[config.mk]
export PLATFORM = sky130hd
export DESIGN_NAME = xint_flag_ctrl
export DESIGN_NICKNAME = d
export VERILOG_FILES = /design/src/rtl/xint_pkg.sv /design/src/rtl/xint_pin_edge.sv /design/src/rtl/xint_flag_bank.sv /design/src/rtl/xint_sfr_port.sv /design/src/rtl/xint_flag_ctrl.sv
export SDC_FILE = /design/constraint.sdc
export NUM_CORES = 1
export LEC_CHECK = 0
export BUFFER_PORTS_ARGS = -buffer_cell sky130_fd_sc_hd__buf_2
export CORE_UTILIZATION = 48
export DETAILED_ROUTE_END_ITERATION = 8
export PLACE_DENSITY_LB_ADDON = 0.15
export SLEW_MARGIN = 20
export SYNTH_ARGS = -nofsm -noshare
export SYNTH_HDL_FRONTEND = slang
export SYNTH_SLANG_ARGS = --single-unit
[constraint.sdc]
create_clock -name clk -period 1.2 [get_ports clk]
set_input_delay 0.06 -clock clk [delete_from_list [all_inputs] [get_ports clk]]
set_output_delay 0.06 -clock clk [all_outputs]
set_load 0.02 [all_outputs]
[src/rtl/xint_pkg.sv]
package xint_pkg;

  typedef enum logic [1:0] {
    SENSE_OFF  = 2'b00,
    SENSE_RISE = 2'b01,
    SENSE_FALL = 2'b10,
    SENSE_BOTH = 2'b11
  } sense_e;

  function automatic logic edge_hit(input logic [1:0] code, input logic now_v, input logic old_v);
    logic rose, fell;
    rose = now_v & ~old_v;
    fell = ~now_v & old_v;
    return (code[0] & rose) | (code[1] & fell);
  endfunction

endpackage

[src/rtl/xint_pin_edge.sv]
module xint_pin_edge
  import xint_pkg::*;
#(
  parameter int SYNC_STAGES = 2
) (
  input  logic       clk,
  input  logic       rst,
  input  logic       pin_i,
  input  logic [1:0] sense_i,
  output logic       evt_o
);

  logic [SYNC_STAGES-1:0] sync_q;
  logic                   prev_q;
  logic                   cur_s;

  assign cur_s = sync_q[SYNC_STAGES-1];

  always_ff @(posedge clk) begin
    if (rst) begin
      sync_q <= '0;
      prev_q <= 1'b0;
    end else begin
      sync_q <= {sync_q[SYNC_STAGES-2:0], pin_i};
      prev_q <= cur_s;
    end
  end

  assign evt_o = edge_hit(sense_i, cur_s, prev_q);

  assert_off_silent_R3: assert property (@(posedge clk) disable iff (rst)
    (sense_i == SENSE_OFF) |-> !evt_o);

  assert_rise_only_R3: assert property (@(posedge clk) disable iff (rst)
    (sense_i == SENSE_RISE && evt_o) |-> cur_s);

  assert_fall_only_R3: assert property (@(posedge clk) disable iff (rst)
    (sense_i == SENSE_FALL && evt_o) |-> !cur_s);

endmodule

[src/rtl/xint_flag_bank.sv]
module xint_flag_bank #(
  parameter int          W         = 8,
  parameter logic [W-1:0] USED_MASK = '1
) (
  input  logic         clk,
  input  logic         rst,
  input  logic [W-1:0] set_i,
  input  logic [W-1:0] wr_clr_i,
  input  logic [W-1:0] ack_i,
  output logic [W-1:0] flag_o
);

  logic [W-1:0] flag_q;

  genvar b;
  generate
    for (b = 0; b < W; b++) begin : g_bit
      if (USED_MASK[b]) begin : g_live
        always_ff @(posedge clk) begin
          if (rst) flag_q[b] <= 1'b0;
          else     flag_q[b] <= set_i[b] | (flag_q[b] & ~(wr_clr_i[b] | ack_i[b]));
        end

        assert_set_wins_R9: assert property (@(posedge clk) disable iff (rst)
          set_i[b] |=> flag_q[b]);

        assert_ack_clears_R8: assert property (@(posedge clk) disable iff (rst)
          (ack_i[b] && !set_i[b]) |=> !flag_q[b]);

        assert_sticky_R6: assert property (@(posedge clk) disable iff (rst)
          (!set_i[b] && !wr_clr_i[b] && !ack_i[b]) |=> $stable(flag_q[b]));
      end else begin : g_dead
        always_ff @(posedge clk) flag_q[b] <= 1'b0;

        assert_dead_zero_R10: assert property (@(posedge clk) disable iff (rst)
          !flag_q[b]);
      end
    end
  endgenerate

  assign flag_o = flag_q;

endmodule

[src/rtl/xint_sfr_port.sv]
module xint_sfr_port #(
  parameter int            DW        = 8,
  parameter int            AW        = 8,
  parameter logic [AW-1:0] FLAG_ADDR = 8'hA6,
  parameter logic [AW-1:0] SENS_ADDR = 8'hA7
) (
  input  logic          clk,
  input  logic          rst,
  input  logic [AW-1:0] addr_i,
  input  logic          we_i,
  input  logic [DW-1:0] wdata_i,
  input  logic [DW-1:0] flag_i,
  output logic [DW-1:0] sense_o,
  output logic [DW-1:0] wr_clr_o,
  output logic [DW-1:0] rdata_o
);

  logic [DW-1:0] sense_q;
  logic [DW-1:0] rdata_q;
  logic          hit_flag, hit_sense;

  assign hit_flag  = (addr_i == FLAG_ADDR);
  assign hit_sense = (addr_i == SENS_ADDR);

  always_ff @(posedge clk) begin
    if (rst) sense_q <= '0;
    else if (we_i && hit_sense) sense_q <= wdata_i;
  end

  assign wr_clr_o = (we_i && hit_flag) ? ~wdata_i : '0;

  always_ff @(posedge clk) begin
    if (rst)            rdata_q <= '0;
    else if (hit_flag)  rdata_q <= flag_i;
    else if (hit_sense) rdata_q <= sense_q;
    else                rdata_q <= '0;
  end

  assign sense_o = sense_q;
  assign rdata_o = rdata_q;

  assert_sense_write_R2: assert property (@(posedge clk) disable iff (rst)
    (we_i && hit_sense) |=> (sense_q == $past(wdata_i)));

  assert_sense_hold_R2: assert property (@(posedge clk) disable iff (rst)
    !(we_i && hit_sense) |=> $stable(sense_q));

  assert_read_other_R13: assert property (@(posedge clk) disable iff (rst)
    (!hit_flag && !hit_sense) |=> (rdata_q == '0));

endmodule

[src/rtl/xint_flag_ctrl.sv]
module xint_flag_ctrl
  import xint_pkg::*;
#(
  parameter int          DW          = 8,
  parameter int          AW          = 8,
  parameter int          N_EXT       = 4,
  parameter int          N_TMR       = 3,
  parameter int          SYNC_STAGES = 2,
  parameter logic [7:0]  FLAG_ADDR   = 8'hA6,
  parameter logic [7:0]  SENS_ADDR   = 8'hA7
) (
  input  logic             clk,
  input  logic             rst,
  input  logic [AW-1:0]    sfr_addr,
  input  logic             sfr_we,
  input  logic [DW-1:0]    sfr_wdata,
  output logic [DW-1:0]    sfr_rdata,
  input  logic [N_EXT-1:0] ext_pin,
  input  logic [N_TMR-1:0] tmr_evt,
  input  logic [DW-1:0]    irq_ack,
  output logic [DW-1:0]    irq_req
);

  localparam int TMR_LSB = DW - N_TMR;

  function automatic logic [DW-1:0] build_mask();
    logic [DW-1:0] m;
    m = '0;
    for (int i = 0; i < N_EXT; i++) m[i] = 1'b1;
    for (int i = 0; i < N_TMR; i++) m[TMR_LSB+i] = 1'b1;
    return m;
  endfunction

  localparam logic [DW-1:0] USED_MASK = build_mask();

  logic [N_EXT-1:0] ext_evt;
  logic [DW-1:0]    set_vec;
  logic [DW-1:0]    sense;
  logic [DW-1:0]    wr_clr;
  logic [DW-1:0]    flags;

  genvar p;
  generate
    for (p = 0; p < N_EXT; p++) begin : g_pin
      xint_pin_edge #(.SYNC_STAGES(SYNC_STAGES)) u_edge (
        .clk     (clk),
        .rst     (rst),
        .pin_i   (ext_pin[p]),
        .sense_i (sense[2*p+1:2*p]),
        .evt_o   (ext_evt[p])
      );
    end
  endgenerate

  always_comb begin
    set_vec = '0;
    for (int i = 0; i < N_EXT; i++) set_vec[i] = ext_evt[i];
    for (int i = 0; i < N_TMR; i++) set_vec[TMR_LSB+i] = tmr_evt[i];
  end

  xint_sfr_port #(
    .DW(DW), .AW(AW), .FLAG_ADDR(FLAG_ADDR), .SENS_ADDR(SENS_ADDR)
  ) u_sfr (
    .clk      (clk),
    .rst      (rst),
    .addr_i   (sfr_addr),
    .we_i     (sfr_we),
    .wdata_i  (sfr_wdata),
    .flag_i   (flags),
    .sense_o  (sense),
    .wr_clr_o (wr_clr),
    .rdata_o  (sfr_rdata)
  );

  xint_flag_bank #(.W(DW), .USED_MASK(USED_MASK)) u_bank (
    .clk      (clk),
    .rst      (rst),
    .set_i    (set_vec),
    .wr_clr_i (wr_clr),
    .ack_i    (irq_ack),
    .flag_o   (flags)
  );

  assign irq_req = flags;

  assert_write_one_keeps_R7: assert property (@(posedge clk) disable iff (rst)
    (sfr_we && sfr_addr == FLAG_ADDR && sfr_wdata[0] && !irq_ack[0] && !set_vec[0])
      |=> $stable(irq_req[0]));

  assert_timer_sets_R5: assert property (@(posedge clk) disable iff (rst)
    tmr_evt[0] |=> irq_req[TMR_LSB]);

endmodule

# Yosys cells after proc, flatten, opt, wreduce, memory -nomap -nowiden

Index checks and enable logic that the tools add are counted.

Output and inout port bits: 16
Bits in latches: 0
ROM bits: 0
Bits in registers: 35
RAM bits: 0
Memories: 0
Word-level logic and storage cells: 84

Equal/unequal tests: 2
$lt $le $gt $ge: 0
Bitwise logic cells: 58
Divide/modulo/power cells: 0
Add/sub/neg operators: 0
Reduce and logical (&&, ||, !) cells: 3
$mul: 0
Shifts and indexed selects: 0
Multiplexer cells: 3

Operator list:

| operator           | number |
|---|---|
| $mux 8             | 3 |
| $and 1x1->1        | 23 |
| $or 1x1->1         | 18 |
| $eq 8x8->1 const B | 2 |
| $not 1->1          | 16 |
| $not 8->8          | 1 |
| $reduce_or 3->1    | 1 |
| $logic_and 1x1->1  | 2 |

# Longest topological paths before layout

Gate-level depths: netlist of run 1.

Depth in word-level cells: 7
Gate-level depth with buffers: 4
Depth with buffers taken out: 3

# By module

Synthesis of run 1 repeated with hierarchy kept, for this count alone.

Cell total of the unflattened synthesis: 139
Area total of the unflattened synthesis: 1390.1 um^2

Modules (own cells, without submodules):

| module         | instances | cells an instance | area an instance (um^2) | seq. area each (um^2) |
|---|---|---|---|---|
| xint_sfr_port  | 1         | 72                | 716.9                   | 320.3 |
| xint_pin_edge  | 4         | 9                 | 98.8                    | 60.1 |
| xint_flag_bank | 1         | 30                | 274.0                   | 140.1 |
| xint_flag_ctrl | 1         | 1                 | 3.8                     | 0.0 |

# Least setup slack after synthesis of run 1

OpenSTA, ideal clock, no wires.

Kind: input to register
From: in sfr_addr[3]
To: reg u_bank.flag_q[0] (netlist: u_bank.flag_o[0])
Data required time: 1067 ps
Buffers on the path: 1
Cell stages on the path: 4
Arrival: 790 ps
Slack: 278 ps
Cells stage by stage: nand4bb_4 > buf_6 > o41ai_2 > a31oi_1

Word-level cells in the longest chain between the ends: 7

RTL lines:

| element                       | line                 | source |
|---|---|---|
| start, declared               | xint_flag_ctrl.sv:14 | `input logic [AW-1:0] sfr_addr,` |
| $eq 8x8->1                    | xint_sfr_port.sv:22  | `assign hit_flag = (addr_i == FLAG_ADDR);` |
| $logic_and 1x1->1             | xint_sfr_port.sv:30  | `assign wr_clr_o = (we_i && hit_flag) ? ~wdata_i : '0;` |
| $mux 8                        | xint_sfr_port.sv:30  |  |
| $or 1x1->1                    | xint_flag_bank.sv:21 | `else flag_q[b] <= set_i[b] \| (flag_q[b] & ~(wr_clr_i[b] \| ack_i[b]));` |
| $not 1->1                     | xint_flag_bank.sv:21 |  |
| $and 1x1->1                   | xint_flag_bank.sv:21 |  |
| $or 1x1->1                    | xint_flag_bank.sv:21 |  |
| end signal, assigned by index | xint_flag_bank.sv:21 |  |
| end, declared                 | xint_flag_bank.sv:13 | `logic [W-1:0] flag_q;` |

No other way between the ends.
A chain may end at the register's enable or synchronous reset.

# Worst setup path in the final report of run 1

From: in sfr_wdata[2]
To: reg u_bank.flag_q[2] (netlist: u_bank.flag_o[2])

Word-level cells in the longest chain between the ends: 6

RTL lines:

| element         | line                 | source |
|---|---|---|
| start, declared | xint_flag_ctrl.sv:16 | `input logic [DW-1:0] sfr_wdata,` |
| $not 8->8       | xint_sfr_port.sv:30  |  |
| $mux 8          | xint_sfr_port.sv:30  |  |
| $or 1x1->1      | xint_flag_bank.sv:21 |  |
| $not 1->1       | xint_flag_bank.sv:21 |  |
| $and 1x1->1     | xint_flag_bank.sv:21 |  |
| $or 1x1->1      | xint_flag_bank.sv:21 |  |

No other way between the ends.

==> run metrics, run 1 <==
WL per Instance 13.4 microns; Layout area overhead 30.1%; Root Buffer clkbuf_4; FF+latch count, synth 35; Clock Latency Late Sink 330 ps; Net Count, Synth 172; Die Y-Extent 55.9 microns; initial core utilization 50.6%; Max-cap violations 0; DRC violations left 0; synth warn 0; Clock Skews 5.63 ps; Hold Crit Start sfr_wdata[1]; Critical R2R Launch u_bank.flag_o[3]; Final Critical Period 978 ps; Final Util 65.9%; power density cells 1070 mW/mm^2; CTS Sinks 35; Antenna Nets Post-Route 0; layout cells sized above 1 32.2%; DRT iter0 DRCs 28; hold slack final 11.4 ps; Tcrit/Tclk final 81.5%; RSZ-0062 raised after global routing false; ant diodes 0; Via density 5.27; mapped cell area 0.00140 sq mm; CTS tree yes; Setup-failing EPs final 0; sequential-to-total area share from yosys stat 50.2%; routability cong. 0.771; CP endpoint kind register; hold path depth 3; VDD IR-drop max 0.990 mV; core area 0.00276 sq mm; library cells used by synthesis 27; # H-tree levels 2; vias 1212; Die Span X 55.9 microns; final instance area 0.00182 sq mm; critical path's slowest cell dlygate4sd3_1; area of the die 0.00313 sq mm; critical path type input pin to register; GRT Overall Usage 21.9%; leakage power figure 0.756 nW; number of global-route vias before repair 1203; Fin. Hold Viols 0; routed wire length 3090 microns; Num CTS Buffers 5; TritonRoute pass-1 iters 4; Fmax achieved 1020 MHz; Worst path max stage delay 530 ps; Ports 50; Worst path top cell family by delay buffers and inverters; floorplan row count 19; # Post-CTS Setup Buffers 0; CP Cell Sequence dlygate4sd3_1, buf_2, o41ai_1, a31oi_1; Layout Nets 234; Stages on worst setup path 4; Cells after Synth 138; Placed Area 0.00167 sq mm; Clock Tree Buf Depth 2; Buffers & Inverters on Critical Path 2; first-pass GRT wire length 5260 microns; FF-to-FF End u_bank.flag_o[3]; most frequent cells in the layout buf_2 (47), dfxtp_1 (35), nor2b_1 (16); outcome completed; TNS Setup 0 ps; Worst Path Max Fanout 2; R2R setup slack 320 ps; Required @ worst endpoint 1410 ps; worst hold path type input pin to register; commonest non-fill, non-tap cell in the layout buf_2; PnR Total Power 1.95 mW; HPWL Detailed 2040 microns; Port Buffer Count 47; total grt overflow 0; antenna violations before repair 0; syn_area_per_cell 10.1 sq um; Crit path arrival time 1190 ps; Final Max Slew Viols 0; worst reg2reg path depth 3; largest net degree at the start of global routing 28; clock transition at the registers of the reported paths 100 ps; CP Launch Type input pin; Hold Path Sink u_sfr.sense_o[1]
## through the flow
| step | cells | setup WS (ps) |
|---|---|---|
| 2_1_floorplan | 138 | 278 |
| 3_3_place_gp | 213 | 70.5 |
| 3_5_place_dp | 213 | 33.8 |
| 4_1_cts | 230 | 242 |
| 5_1_grt | 230 | 134 |
| 6_report | 230 | 222 |
## report_power, final
| group | total, mW | switching [mW] | leakage, nW | internal [mW] |
|---|---|---|---|---|
| clock network | 0.550 | 0.342 | 0.0242 | 0.208 |
| registers | 1.19 | 0.0105 | 0.285 | 1.18 |
| logic | 0.209 | 0.101 | 0.447 | 0.107 |
| total | 1.95 | 0.453 | 0.756 | 1.50 |
## what timing repair did
item,4_1_cts,5_1_grt
gates resized for setup,0,0
endpoints found under the hold margin,11,0
hold buffers,11,0
setup endpoints to repair,0,0
## worst max path at each step
| stage | from | endpoint | slack, ps |
|---|---|---|---|
| floorplan | sfr_addr[3] | u_bank.flag_o[0] | 280 |
| global placement | sfr_addr[3] | u_bank.flag_o[2] | 70 |
| detailed placement | sfr_addr[3] | u_bank.flag_o[1] | 30 |
| CTS | sfr_wdata[2] | u_bank.flag_o[2] | 240 |
| global route | sfr_wdata[2] | u_bank.flag_o[2] | 130 |
| finish | sfr_wdata[2] | u_bank.flag_o[2] | 220 |
## layout make-up
cell class	count	area [sq um]
fillers	247	941
inverters	4	15.0
flip-flops and latches	35	701
repair buffers	65	398
well taps	31	38.8
multi-input cells	89	623
clock buffers	6	41.3
## sequential cells by signal (all words and copies together), names as in the netlist
register             count
g_pin.u_edge.prev_q      4
g_pin.u_edge.sync_q      8
u_bank.flag_o            7
u_sfr.rdata_o            8
u_sfr.sense_o            8
## cell families (layout without fill, tap and decap cells)
kind of cell	count (synthesis)	after routing	share of synthesized area [%]
muxes	7	7	5.02
other	1	1	0.269
DFF	35	35	50.2
AOI/OAI and AO/OA	30	30	15.2
and+or+nand+nor	51	51	24.1
buffers and inverters	14	75	5.20
## cell usage after synthesis
| library cell | number | share of area [%] |
|---|---|---|
| buf_2 | 4 | 1.4 |
| clkbuf_1 | 2 | 0.54 |
| buf_1 | 1 | 0.27 |
| and4bb_2 | 1 | 0.90 |
| nand4bb_4 | 1 | 2.0 |
| dfxtp_1 | 35 | 50 |
| a31oi_1 | 4 | 1.8 |
| buf_4 | 2 | 1.1 |
| nor3_1 | 1 | 0.36 |
| a21oi_1 | 11 | 3.9 |
| nand4b_1 | 1 | 0.63 |
| nor2b_1 | 16 | 7.2 |
| nor2_1 | 11 | 3.0 |
| o41ai_1 | 2 | 1.3 |
| o41ai_2 | 2 | 2.3 |
| buf_6 | 1 | 0.81 |
| inv_1 | 4 | 1.1 |
| nand3b_1 | 8 | 4.3 |
| a211oi_1 | 3 | 1.6 |
| nand4_1 | 8 | 3.6 |
| conb_1 | 1 | 0.27 |
| nand3_2 | 1 | 0.72 |
| o31ai_1 | 8 | 4.3 |
| nand2_1 | 1 | 0.27 |
| mux2i_1 | 7 | 5.0 |
| nor3b_1 | 1 | 0.54 |
| and4b_1 | 1 | 0.72 |
## worst min-delay path: stages
cell and delay, ps:
buf_2 110, nand4_1 60, a21oi_1 70
## metal layers
metal | share of wire [%] | vias up | global-route usage [%] | wire length, microns
li1 | - | 617 | - | -
met1 | 45 | 557 | 26.2 | 1400
met2 | 49 | 33 | 37.2 | 1510
met3 | 4.5 | 5 | 6.98 | 140
met4 | 1.3 | 0 | 7.32 | 41
met5 | 0 | - | 0 | 0
Note: power is estimated with default switching activity, not from simulation.
==> run 2: changes to the inputs <==
--- a/config.mk
+++ b/config.mk
@@ -5,8 +5,9 @@
 export SDC_FILE = /design/constraint.sdc
 export NUM_CORES = 1
 export LEC_CHECK = 0
+export ABC_AREA = 1
 export BUFFER_PORTS_ARGS = -buffer_cell sky130_fd_sc_hd__buf_2
-export CORE_UTILIZATION = 48
+export CORE_UTILIZATION = 49
 export DETAILED_ROUTE_END_ITERATION = 8
 export PLACE_DENSITY_LB_ADDON = 0.15
 export SLEW_MARGIN = 20
==> constraint.sdc (replaced) <==
create_clock -name clk -period 1 [get_ports clk]
set_input_delay 0.05 -clock clk [delete_from_list [all_inputs] [get_ports clk]]
set_output_delay 0.05 -clock clk [all_outputs]
set_load 0.02 [all_outputs]
==> run metrics, run 2 <==
outcome finished with violations; violations in the final reports design-rule violations; vias 1422 (+17%); PnR Total Power 2.60 mW (+33%); min setup slack post-route 59.5 ps (-162 ps); DRC violations left 6 (+6); # hold bufs at CTS 23 (+12); Tcrit/Tclk final 94.1%; core area 0.00281 sq mm (+1.7%); top post-synthesis cells by area dfxtp_1 (47%), inv_1 (8.1%), nand2_1 (7.8%); power density cells 1240 mW/mm^2 (+15%); Setup-failing EPs final 0 (unchanged); CP Cell Sequence buf_2; first-pass GRT wire length 5640 microns (+7.2%); critical path type register to primary output; number of global-route vias before repair 1333 (+11%); routability cong. 0.757 (-1.8%); post-synth top area share 47.1% (-3.1 points); largest family of logic cells by synthesized area simple AND/OR/NAND/NOR gates; RSZ-0062 raised after global routing false; largest area contributor in the netlist dfxtp_1; GRT Overall Usage 23.5% (+1.6 points); worst hold path type input pin to register; Via density 4.82 (-8.5%); mapped cell area 0.00149 sq mm (+6.5%); Clock Tree Buf Depth 2 (unchanged); Worst Path Max Fanout 3 (+1); layout cells sized above 1 33.0% (+0.79 points); Buffers & Inverters on Critical Path 1 (-1); CTS Sinks 35 (unchanged); post-CTS resize count 0 (unchanged); Worst path top cell family by delay flip-flops; Fin. Hold Viols 0 (unchanged); Post-Place Setup Slack -81.4 ps (-115 ps); Layout area overhead 40.9%; Die Span X 57.1 microns (+2.1%); Root Buffer clkbuf_4; CP endpoint kind primary output; initial core utilization 53.0% (+2.4 points); Fmax achieved 1060 MHz; Crit path arrival time 890 ps (-300 ps); Clock Skews 11.7 ps (+6.08 ps); synth warn 0 (unchanged); Final Critical Period 941 ps; Final Util 74.7% (+8.8 points); CTS tree yes; ys flop type dfxtp_1; DRT iter0 DRCs 32 (+14%); non-filler cells in the finished layout 295 (+28%); clock transition at the registers of the reported paths 100 ps (about the same); most frequent cell after synthesis dfxtp_1; mux share of post-synthesis cell area 0% (-5.0 points); Num CTS Buffers 5 (unchanged); Antenna Nets Post-Route 0 (unchanged); commonest cells in the netlist dfxtp_1 (35), inv_1 (32), nand2_1 (31); sequential-to-total area share from yosys stat 47.1% (-3.1 points); ant diodes 0 (unchanged); share of flip-flops with an asynchronous set or reset 0% (unchanged); Post-synth EDFFs 0 (unchanged); Final Max Slew Viols 0 (unchanged); antenna violations before repair 0 (unchanged); Clock Latency Late Sink 350 ps (+20 ps); commonest non-fill, non-tap cell in the layout buf_2; routed wire length 3450 microns (+11%); most frequent cells in the layout buf_2 (47), dfxtp_1 (35), inv_1 (32), nand2_1 (31); leakage power figure 0.955 nW (+26%); total grt overflow 0 (unchanged); Layout Nets 297 (+27%); VDD IR-drop max 0.919 mV (-7.2%); library cells used by synthesis 21 (-22%); Cells after DPL 264 (+24%); # H-tree levels 2 (unchanged); floorplan row count 19 (unchanged); Ports 50 (unchanged); Worst path max stage delay 370 ps (-160 ps); area of the die 0.00326 sq mm (+4.2%); CP Launch Type register; FF+latch count, synth 35 (unchanged); HPWL Detailed 2420 microns (+18%); largest net degree at the start of global routing 22 (-21%); Post-Synth Adder-Cell Area 0% (unchanged); critical path's slowest cell dfxtp_1; Die Y-Extent 57.1 microns (+2.1%); syn_area_per_cell 7.96 sq um (-21%); Net Count, Synth 221 (+28%); Simple-Gate Fraction of Synth Area 29.4% (+5.3 points); Port Buffer Count 47 (unchanged); WL per Instance 11.7 microns (-13%); Required @ worst endpoint 950 ps (-460 ps); hold slack final 111 ps (+99.7 ps); TritonRoute pass-1 iters 6 (+2); XOR/XNOR share of the synthesized area 0% (unchanged); Cells after Synth 187 (+36%); # Post-CTS Setup Buffers 0 (unchanged); Max-cap violations 0 (unchanged); compound-cell area share of the yosys netlist 11.1% (-4.1 points)
==> run 2: stage by stage <==
step / setup TNS [ps] / cell area (sq um)
after floorplan: 0 / 1490
after global placement: -246 / 1790
after detailed placement: -721 / 1790
after CTS: 0 / 2100
after global routing: 0 / 2100
final: 0 / 2100
==> run 2: power by group <==
part / internal, mW / switching (mW)
Combinational: 0.143 / 0.140
Clock: 0.411 / 0.468
Sequential: 1.42 / 0.0132
==> run 2: per-layer routing <==
| metal | up-vias | track usage [%] | routed length, microns |
|---|---|---|---|
| met2 | 33 | 45.4 | 1840 |
| li1 | 734 | - | - |
| met5 | - | 0 | 0 |
| met3 | 8 | 4.76 | 151 |
| met1 | 647 | 23.3 | 1380 |
| met4 | 0 | 12.5 | 73 |
==> run 2: logic make-up after synthesis <==
family                 after synthesis
AOI/OAI and AO/OA                   26
buffers and inverters               43
DFF                                 35
other                                1
and+or+nand+nor                     82
==> run 2: path summary, 6_finish.rpt <==
check | endpoint | start | slack, ps | cells past startpoint
worst min-delay path | u_sfr.sense_o[4] | sfr_we | 110 | 3
worst max register to register | u_sfr.rdata_o[4] | u_sfr.sense_o[4] | 220 | 1
worst max-delay path | irq_req[1] | u_bank.flag_o[1] | 60 | 1
worst min register to register | g_pin[2].u_edge.sync_q[1] | g_pin[2].u_edge.sync_q[0] | 410 | 2
==> run 2: area by class of cell <==
type | instances | area (sq um)
fill | 209 | 709
sequential | 35 | 701
multi-input combinational | 109 | 607
timing repair buffer | 77 | 543
inverter | 35 | 134
clock buffer | 7 | 65.1
tap | 31 | 38.8
clock inverter | 1 | 7.51
==> run 3: changes to the inputs <==
--- a/config.mk
+++ b/config.mk
@@ -7,7 +7,8 @@
 export LEC_CHECK = 0
 export ABC_AREA = 1
 export BUFFER_PORTS_ARGS = -buffer_cell sky130_fd_sc_hd__buf_2
-export CORE_UTILIZATION = 49
+export CORE_UTILIZATION = 51
+export CTS_BUF_LIST = sky130_fd_sc_hd__clkbuf_4 sky130_fd_sc_hd__clkbuf_8
 export DETAILED_ROUTE_END_ITERATION = 8
 export PLACE_DENSITY_LB_ADDON = 0.15
 export SLEW_MARGIN = 20
==> run metrics, run 3 (synthesis results as in run 2) <==
outcome completed; Final Critical Period 977 ps (+36.4 ps); DRT iter0 DRCs 51 (+59%); DRC violations left 0 (-6); layout cells sized above 1 33.3% (+0.38 points); Max-cap violations 0 (unchanged); Flop pwr share 56.9% (+1.7 points); CP endpoint kind primary output; Filler cells 213 (+1.9%); Required @ worst endpoint 950 ps (about the same); cell internal pwr 1.84 mW (-6.9%); Die Span X 56.0 microns (-1.9%); Fin. Hold Viols 0 (unchanged); routed wire length 3590 microns (+4.2%); RSZ-0062 raised after global routing false; GRT Overall Usage 24.4% (+0.91 points); worst hold path type input pin to register; total grt overflow 0 (unchanged); core area 0.00276 sq mm (-1.7%); Layout area overhead 40.8% (about the same); Antenna Nets Post-Route 0 (unchanged); antenna violations before repair 0 (unchanged); commonest non-fill, non-tap cell in the layout buf_2; Root Buffer clkbuf_4; TNS Setup 0 ps (unchanged); Fmax achieved 1020 MHz (-3.7%); area of the die 0.00314 sq mm (-3.8%); Seq. cell area 702 sq um (+0.18%); ant diodes 0 (unchanged); Num CTS Buffers 5 (unchanged); CP Cell Sequence buf_2; Clock Tree Buf Depth 2 (unchanged); Worst path top cell family by delay flip-flops; Buffers & Inverters on Critical Path 1 (unchanged); Worst Path Max Fanout 3 (unchanged); CP Launch Type register; Worst path max stage delay 380 ps (about the same); power density cells 1200 mW/mm^2 (-2.8%); Clk pwr share 31.5% (-2.4 points); WL per Instance 12.2 microns (+4.2%); Gate power share 11.5% (+0.6 points); Clock Latency Late Sink 370 ps (+20 ps); leakage power figure 0.950 nW (-0.58%); Setup-failing EPs final 0 (unchanged); Crit path arrival time 930 ps (+40 ps); CTS tree yes; Multi-input gate area 607 sq um (unchanged); critical path type register to primary output; HPWL Detailed 2290 microns (-5.3%); clock transition at the registers of the reported paths 130 ps (+30 ps); floorplan row count 19 (unchanged); Final Util 76.0% (+1.2 points); Port Buffer Count 47 (unchanged); Final Max Slew Viols 0 (unchanged); largest net degree at the start of global routing 17 (-23%); critical path's slowest cell dfxtp_1; Die Y-Extent 56.0 microns (-1.9%); Via density 4.92 (+2.1%); switching power 685 uW (+10%); number of global-route vias before repair 1374 (+3.1%); TritonRoute pass-1 iters 4 (-2); Clock Skews 19.4 ps (+7.73 ps); CTS Sinks 35 (unchanged); first-pass GRT wire length 5790 microns (+2.6%); routability cong. 0.769 (+1.6%); Switching Share 27.1% (+3.2 points); Ports 50 (unchanged); VDD IR-drop max 1.26 mV (+37%); Layout Nets 297 (unchanged); Tcrit/Tclk final 97.7% (+3.6 points); vias 1452 (+2.1%); # H-tree levels 2 (unchanged); initial core utilization 53.9% (+0.91 points); most frequent cells in the layout buf_2 (47), dfxtp_1 (34), inv_1 (32), nand2_1 (31)
==> run 3: path summary, 6_finish.rpt <==
path | from | slack, ps | cells after the start | endpoint
setup / recovery | u_bank.flag_o[7] | 20 | 1 | irq_req[7]
hold / removal | sfr_we | 80 | 3 | u_sfr.sense_o[6]
setup reg to reg | u_sfr.sense_o[4] | 230 | 4 | u_bank.flag_o[2]
hold reg to reg | g_pin[3].u_edge.sync_q[0] | 390 | 2 | g_pin[3].u_edge.sync_q[1]
==> run 3: area by class of cell <==
class | count | area share, %
clock buffer | 5 | 1.79
clock inverter | 3 | 0.956
inverter | 35 | 6.39
multi-input combinational | 109 | 29.0
sequential | 35 | 33.5
tap | 31 | 1.85
timing repair buffer | 77 | 26.5
==> run 3: power by group through the flow <==
stage / logic (mW) / registers (mW) / clock network (mW)
2_1_floorplan: 0.104 / 1.47 / 0
3_3_place_gp: 0.210 / 1.46 / 0
3_5_place_dp: 0.217 / 1.47 / 0
4_1_cts: 0.287 / 1.44 / 0.814
5_1_grt: 0.317 / 1.44 / 0.864
6_report: 0.291 / 1.44 / 0.795
==> run 3: what timing repair did <==
| action | 4_1_cts | 5_1_grt |
|---|---|---|
| gates resized for setup | 1 | 0 |
| hold endpoints to repair | 20 | 0 |
| hold buffers | 23 | 0 |
| endpoints found under the setup margin | 1 | 0 |
| buffers inserted | 0 | 0 |
==> run 3: metal layers <==
metal | global-route usage [%] | share of wire [%]
met1 | 25.3 | 40
met2 | 44.6 | 51
met3 | 7.91 | 6.5
met4 | 10.5 | 2.5
met5 | 0 | 0
==> run 3: stage by stage <==
stage	setup WS, ps	hold slack [ps]	cell area, sq um	power [mW]	cells
finish	23.1	83.1	2090	2.52	295
CTS	30.4	73.2	2090	2.54	295
global placement	-34.0	253	1810	1.68	264
detailed placement	-65.2	260	1810	1.68	264
floorplan	97.9	157	1490	1.58	187
global route	5.35	100	2090	2.62	295
